===== config.mk =====
export PLATFORM = sky130hd
export DESIGN_NAME = i2c_arb_loss_det
export DESIGN_NICKNAME = d
export VERILOG_FILES = /design/src/rtl/arb_pkg.sv /design/src/rtl/arb_loss_cmp.sv /design/src/rtl/arb_mode_seq.sv /design/src/rtl/i2c_arb_loss_det.sv
export SDC_FILE = /design/constraint.sdc
export NUM_CORES = 1
export LEC_CHECK = 0
export BUFFER_PORTS_ARGS = -buffer_cell sky130_fd_sc_hd__buf_2
export CORE_AREA = 2 2 39 41
export CTS_CLUSTER_SIZE = 12
export DETAILED_ROUTE_END_ITERATION = 8
export DIE_AREA = 0 0 41 43
export PLACE_DENSITY = 0.43
export SYNTH_ARGS = -nofsm -noshare
export SYNTH_HDL_FRONTEND = slang
export SYNTH_HIERARCHICAL = 1
export SYNTH_SLANG_ARGS = --single-unit

===== constraint.sdc =====
create_clock -name clk -period 1.09 [get_ports clk]
set_input_delay 0.1635 -clock clk [delete_from_list [all_inputs] [get_ports clk]]
set_output_delay 0.1635 -clock clk [all_outputs]
set_load 0.02 [all_outputs]

===== src/rtl/arb_pkg.sv =====
package arb_pkg;
    typedef struct packed {
        logic lost;
        logic mst;
        logic xmt;
        logic pend;
        logic awatch;
    } arb_state_t;

    localparam arb_state_t ARB_RESET = '{lost: 1'b0, mst: 1'b0, xmt: 1'b0,
                                         pend: 1'b0, awatch: 1'b0};
endpackage


===== src/rtl/arb_loss_cmp.sv =====
module arb_loss_cmp (
    input  logic scl_rise,
    input  logic mst,
    input  logic xmt,
    input  logic want_sda,
    input  logic sda,
    output logic hit
);
    logic armed;

    // only a master transmitter can lose; only released bits are compared
    always_comb begin
        armed = scl_rise & mst & xmt;
        hit   = armed & want_sda & ~sda;
    end
endmodule


===== src/rtl/arb_mode_seq.sv =====
module arb_mode_seq
    import arb_pkg::*;
(
    input  logic       clk,
    input  logic       rst_n,
    input  logic       hit,
    input  logic       addr_phase,
    input  logic       byte_done,
    input  logic       clr,
    input  logic       mode_ld,
    input  logic       mst_in,
    input  logic       xmt_in,
    output arb_state_t state_q
);
    arb_state_t state_d;

    always_comb begin
        state_d = state_q;
        if (hit) begin
            state_d.lost   = 1'b1;
            state_d.xmt    = 1'b0;
            state_d.pend   = 1'b1;
            state_d.awatch = addr_phase;
        end else if (clr) begin
            state_d.lost = 1'b0;
        end
        if (byte_done) begin
            if (state_q.pend || hit) begin
                state_d.mst = 1'b0;
            end
            state_d.pend   = 1'b0;
            state_d.awatch = 1'b0;
        end
        if (mode_ld) begin
            state_d.mst  = mst_in;
            state_d.xmt  = xmt_in;
            state_d.pend = 1'b0;
        end
    end

    always_ff @(posedge clk or negedge rst_n) begin
        if (!rst_n) begin
            state_q <= ARB_RESET;
        end else begin
            state_q <= state_d;
        end
    end
endmodule


===== src/rtl/i2c_arb_loss_det.sv =====
module i2c_arb_loss_det
    import arb_pkg::*;
(
    input  logic clk,
    input  logic rst_n,
    input  logic mode_ld_i,
    input  logic mst_in_i,
    input  logic xmt_in_i,
    input  logic want_sda_i,
    input  logic sda_i,
    input  logic scl_rise_i,
    input  logic byte_done_i,
    input  logic addr_phase_i,
    input  logic clr_i,
    output logic lost_o,
    output logic mst_o,
    output logic xmt_o,
    output logic addr_watch_o
);
    arb_state_t st_q;
    logic       hit;

    arb_loss_cmp u_cmp (
        .scl_rise (scl_rise_i),
        .mst      (st_q.mst),
        .xmt      (st_q.xmt),
        .want_sda (want_sda_i),
        .sda      (sda_i),
        .hit      (hit)
    );

    arb_mode_seq u_seq (
        .clk        (clk),
        .rst_n      (rst_n),
        .hit        (hit),
        .addr_phase (addr_phase_i),
        .byte_done  (byte_done_i),
        .clr        (clr_i),
        .mode_ld    (mode_ld_i),
        .mst_in     (mst_in_i),
        .xmt_in     (xmt_in_i),
        .state_q    (st_q)
    );

    assign lost_o       = st_q.lost;
    assign mst_o        = st_q.mst;
    assign xmt_o        = st_q.xmt;
    assign addr_watch_o = st_q.awatch;
endmodule



[After elaboration in Yosys (flattened, before gate mapping)]
Cells that the tools add are included.
Operators by class
  multiplexer cells: 7
  bitwise operators: 5
  reduce and logical (&&, ||, !) cells: 8
Operator list (number)
  2-bit nonzero test: 5
  3-bit two-way mux: 2
  1-bit bitwise AND: 4
  1-bit two-way mux: 4
  3-bit nonzero test: 1
  2-bit two-way mux: 1
  2-bit AND reduction: 1
  1-bit logical OR: 1
  1-bit inverter: 1
Storage, ports and cells
  register bits: 5
  input port bits: 11
  logic and storage cells: 25

[Logic depth before layout (Yosys ltp)]
  depth in word-level cells: 8
  mapped depth: 4
  mapped depth without buffers: 4

[Cells and area by module]
Netlist, hierarchy kept.
Modules (own cells, without submodules)
  arb_mode_seq: instances 1, cells each 16, area each 192.7 um^2, seq. area each 125.1 um^2
  arb_loss_cmp: instances 1, cells each 2, area each 17.5 um^2, seq. area each 0.0 um^2

[Worst setup path before layout]
OpenSTA, ideal clock, no wires.
  path kind: reg2reg
  start point: register u_seq/state_q[3] in the netlist's numbering
  end point: register u_seq/state_q[3] in the netlist's numbering
  library setup time: 0.121 ns
  arrival: 1.142 ns
  path slack: -0.173 ns
  cell stages (with the launch flop): 5
  buffers on the path: 0
  period minus slack after synthesis: 1.263 ns
  path through: dfrtp_1 nand3_1 nor3b_2 o21ai_1 a22o_1
Between the ends
  cells in the longest elaborated chain, start to end: 7
RTL lines
  start: declaration: RTL line arb_mode_seq.sv:13  | output arb_state_t state_q
  start signal: assignment: RTL line arb_mode_seq.sv:45  | state_q <= state_d;
  1-bit bitwise AND (2 in series): RTL line arb_loss_cmp.sv:13  | armed = scl_rise & mst & xmt;
  1-bit bitwise AND (2 in series): RTL line arb_loss_cmp.sv:14  | hit = armed & want_sda & ~sda;
  net hit: RTL line i2c_arb_loss_det.sv:21  | logic hit;
  1-bit logical OR: RTL line arb_mode_seq.sv:28  | if (state_q.pend || hit) begin
  2-bit nonzero test (no source line)
  2-bit AND reduction (no source line)
The timed path passes the listed nets, and every way through them passes these cells.
A chain may end at the register's enable or synchronous reset.

[Worst setup path after layout]
  start point: register u_seq/state_q[3] in the netlist's numbering
  end point: register u_seq/state_q[2] in the netlist's numbering
Between the ends
  cells in the longest elaborated chain, start to end: 5
RTL lines (RTL line)
  1-bit bitwise AND (2 in series): arb_loss_cmp.sv:13
  1-bit bitwise AND (2 in series): arb_loss_cmp.sv:14
  net hit: i2c_arb_loss_det.sv:21
  2-bit nonzero test (no source line)
The timed path passes the listed nets, and every way through them passes these cells.

==> impl_summary.md <==
Die
The initialized floorplan defines 14 standard-cell rows. The number of I/O pins is 15. The core region is 1380 sq um. The floorplan step set the die height to 43 microns.

The floorplan step defined a die boundary enclosing 1760 sq um. From left edge to right edge, the die measures 41 microns. The initial utilization of the core area, before any placement, comes to 0.152.

Synth
The number of storage elements in the synthesis netlist is 5. After synthesis, the mean cell area works out to 11.7 sq um. The synthesized netlist contains 11 unique library cells. During synthesis, Yosys emitted a total of 6 warnings. The number of nets produced by synthesis is 29. The number of standard cells after synthesis is 18.

For this run, the register share of the synthesized area comes to 0.595. After synthesis the cells add up to 210 sq um.

Place
The placer congestion estimate is 0.585. The number of port buffers is 14. Once detailed placement completed, the half-perimeter wirelength came to 422 microns.

The placed instance area is 313 sq um.

Timing
The post-route fraction of the period consumed by the critical path is 1.03. The headroom to the max-slew limit is 0.808. Between clock sinks in the finished design, the worst skew comes to 0.00582 ns.

The transition time at the pin with the least slew margin is 0.287 ns. Setup violations remaining at the end of the flow were counted as 3. Setup total negative slack on the finished layout was measured at -0.0810 ns. The fmax is 0.892 GHz.

The clock period minus final worst setup slack is 1.12 ns. The number of pins exceeding their max-slew limit in the final report is 0. In the post-route analysis, the smallest setup slack over all paths is -0.0315 ns.

Setup repair after global routing could not meet its margin everywhere. The count of final hold-check violations came to 0. The smallest hold slack is 0.0949 ns.

Clock network
In this run the number of H-tree levels came out at 1. No sink is reached through more buffers than the 2 on the longest clock path. After clock tree synthesis, the clock-pin slew on the worst setup and hold paths is 0.05 ns. The TritonCTS clock tree is yes.

The clock reaches the later pin of the worst-skew pair after 0.25 ns. Clock tree synthesis inserted a total of 3 buffers. The cell at the root of the clock tree is sky130_fd_sc_hd__clkbuf_4. The total clock sinks is 5.

Status
The final reports fail on negative setup slack. The flow ran to the end, but the final reports show violations.

Layout
The antenna diode instance count is 0. The total of fill cells in the finished design is 149. The fraction of final layout cells with drive strength greater than 1 is 0.590. The largest register by flop count is u_seq/state_q. The area added between synthesis and finish is 76.2%. The largest registers in the layout are u_seq/state_q (5).

The number of nets in the finished design is 51. The cell area after layout is 370 sq um. The flip-flop count of the largest register after layout is 5. Across the whole layout, storage elements account for 126 sq um. The area of the multi-input gates is 92.6 sq um.

Worst setup path
On the worst path, the slowest cell contributes a delay of 0.36 ns. The number of buffers and inverters on the critical path is 0. Walking the worst path, the cells encountered are nand3_2, nor3b_4, nor2_1, a22o_1.

The maximum net fanout on the critical path is 5. The required time of the critical path is 1.23 ns. The worst setup path category is flip-flop to flip-flop. The worst setup path is launched from a flip-flop.

The kind of cell with the highest combined delay on the critical path is simple AND/OR/NAND/NOR gates. The cell with the largest stage delay on the worst path is sky130_fd_sc_hd__dfrtp_2. The worst setup path is captured at a flip-flop.

Data arrives at the worst endpoint at 1.26 ns.

Drt
In this run, the number of DRC markers left after iteration 0 of detailed routing was 9. The wire length per cell is 9.95 microns. The routed via count is 214. The pre-antenna-repair detailed-routing pass consisted of 4 iterations.

The number of nets still failing antenna checks after routing is 0. The routed wire length is 547 microns. The average vias per placed instance is 3.89.

The post-detailed-route DRC marker count is 0.

Global routing
The initial antenna violation count is 0. Across every metal layer, demand over resource in global routing totals 0.0789. Entering global routing, the biggest net connects 6 pins.

The total grt overflow is 0. The first-pass GRT wire length is 828 microns. The number of global-route vias before repair came to 205.

Pwr
The completed layout was analyzed and its total power is 0.500 mW. For this design the ratio of total power to cell area is 1350 nW/um^2. IR analysis of the VDD net gives a maximum drop of 0.583 mV. The leakage component of the power is 0.195 nW.

Job
The tool flagged a number of max-cap violations equal to 0.

Hold path
The path type of the worst min-delay path is primary input to flip-flop.
path summary, 6_finish.rpt:
path                                        from               end  slack, ns  depth (start not counted)
worst max-delay path            u_seq/state_q[3]  u_seq/state_q[2]      -0.03                          4
worst min-delay path                 byte_done_i  u_seq/state_q[0]       0.09                          2
worst max register to register  u_seq/state_q[3]  u_seq/state_q[2]      -0.03                          4
worst min register to register  u_seq/state_q[4]  u_seq/state_q[4]       0.49                          1
max in group asynchronous                  rst_n  u_seq/state_q[3]       0.69                          2
min in group asynchronous                  rst_n  u_seq/state_q[3]       0.26                          2
placed cells by master (no fill, tap or decap):
cell type	Yosys	layout
sky130_fd_sc_hd__buf_4	0	2
sky130_fd_sc_hd__inv_1	1	1
sky130_fd_sc_hd__mux2i_1	1	1
sky130_fd_sc_hd__dfrtp_2	0	1
sky130_fd_sc_hd__nor3_1	1	1
sky130_fd_sc_hd__nand3_2	0	1
sky130_fd_sc_hd__dlygate4sd3_1	0	1
sky130_fd_sc_hd__clkbuf_4	0	3
sky130_fd_sc_hd__buf_6	0	1
sky130_fd_sc_hd__clkbuf_1	0	1
sky130_fd_sc_hd__nor2b_1	1	1
sky130_fd_sc_hd__dfrtp_1	5	4
sky130_fd_sc_hd__o21ai_1	1	1
sky130_fd_sc_hd__a22o_1	2	2
sky130_fd_sc_hd__nor3b_4	0	1
sky130_fd_sc_hd__nor2_1	3	3
sky130_fd_sc_hd__a21o_2	1	1
sky130_fd_sc_hd__buf_2	0	13
area by class of cell:
class / instances / area share
flip-flops and latches: 5 / 0.341
repair buffers: 17 / 0.274
clock buffers: 4 / 0.0709
inverters: 1 / 0.0101
well taps: 16 / 0.0541
multi-input cells: 12 / 0.250
stage by stage:
stage / util / instances / worst slack (ns)
2_1_floorplan: - / 18 / -0.0335
3_3_place_gp: 0.226 / 48 / 0.0132
3_5_place_dp: 0.226 / 48 / -0.0565
4_1_cts: 0.268 / 55 / -0.0463
5_1_grt: 0.268 / 55 / -0.123
6_report: 0.268 / 55 / -0.0315
cell usage after synthesis:
| cell | number | area (sq um) |
|---|---|---|
| sky130_fd_sc_hd__a21o_2 | 1 | 8.76 |
| sky130_fd_sc_hd__a22o_1 | 2 | 17.5 |
| sky130_fd_sc_hd__dfrtp_1 | 5 | 125 |
| sky130_fd_sc_hd__inv_1 | 1 | 3.75 |
| sky130_fd_sc_hd__mux2i_1 | 1 | 10.0 |
| sky130_fd_sc_hd__nand3_1 | 1 | 5.00 |
| sky130_fd_sc_hd__nor2_1 | 3 | 11.3 |
| sky130_fd_sc_hd__nor2b_1 | 1 | 6.26 |
| sky130_fd_sc_hd__nor3_1 | 1 | 5.00 |
| sky130_fd_sc_hd__nor3b_2 | 1 | 12.5 |
| sky130_fd_sc_hd__o21ai_1 | 1 | 5.00 |
cells by family after synthesis:
| kind of cell | synth area share |
|---|---|
| buffers and inverters | 0.0178 |
| flip-flops | 0.595 |
| multiplexers | 0.0476 |
| AND/OR/NAND/NOR | 0.190 |
| AO/OA/AOI/OAI | 0.149 |
report_power, final:
| group | leakage [nW] | switching (mW) | internal, mW |
|---|---|---|---|
| clock network | 0.0150 | 0.0835 | 0.139 |
| logic | 0.115 | 0.0351 | 0.0422 |
| registers | 0.0650 | 0.00524 | 0.195 |
| total | 0.195 | 0.124 | 0.376 |
worst reg2reg max path, stage by stage (launching register included):
cell	delay, ns
sky130_fd_sc_hd__dfrtp_2	0.36
sky130_fd_sc_hd__nand3_2	0.08
sky130_fd_sc_hd__nor3b_4	0.29
sky130_fd_sc_hd__nor2_1	0.09
sky130_fd_sc_hd__a22o_1	0.19
metal layers:
layer / wire (microns) / share of wire / track usage
met5: 0 / 0 / 0
met1: 238 / 0.44 / 0.0924
met4: 10 / 0.018 / 0.0600
met3: 118 / 0.22 / 0.0838
met2: 179 / 0.33 / 0.0781
repair_timing:
item	in CTS	in global routing
setup buffers	2	0
endpoints found under the setup margin	3	6
pin swaps	0	1
hold buffers	1	0
hold endpoints to repair	5	0
resized for setup	2	0
Power figures use the tool's default switching activity.
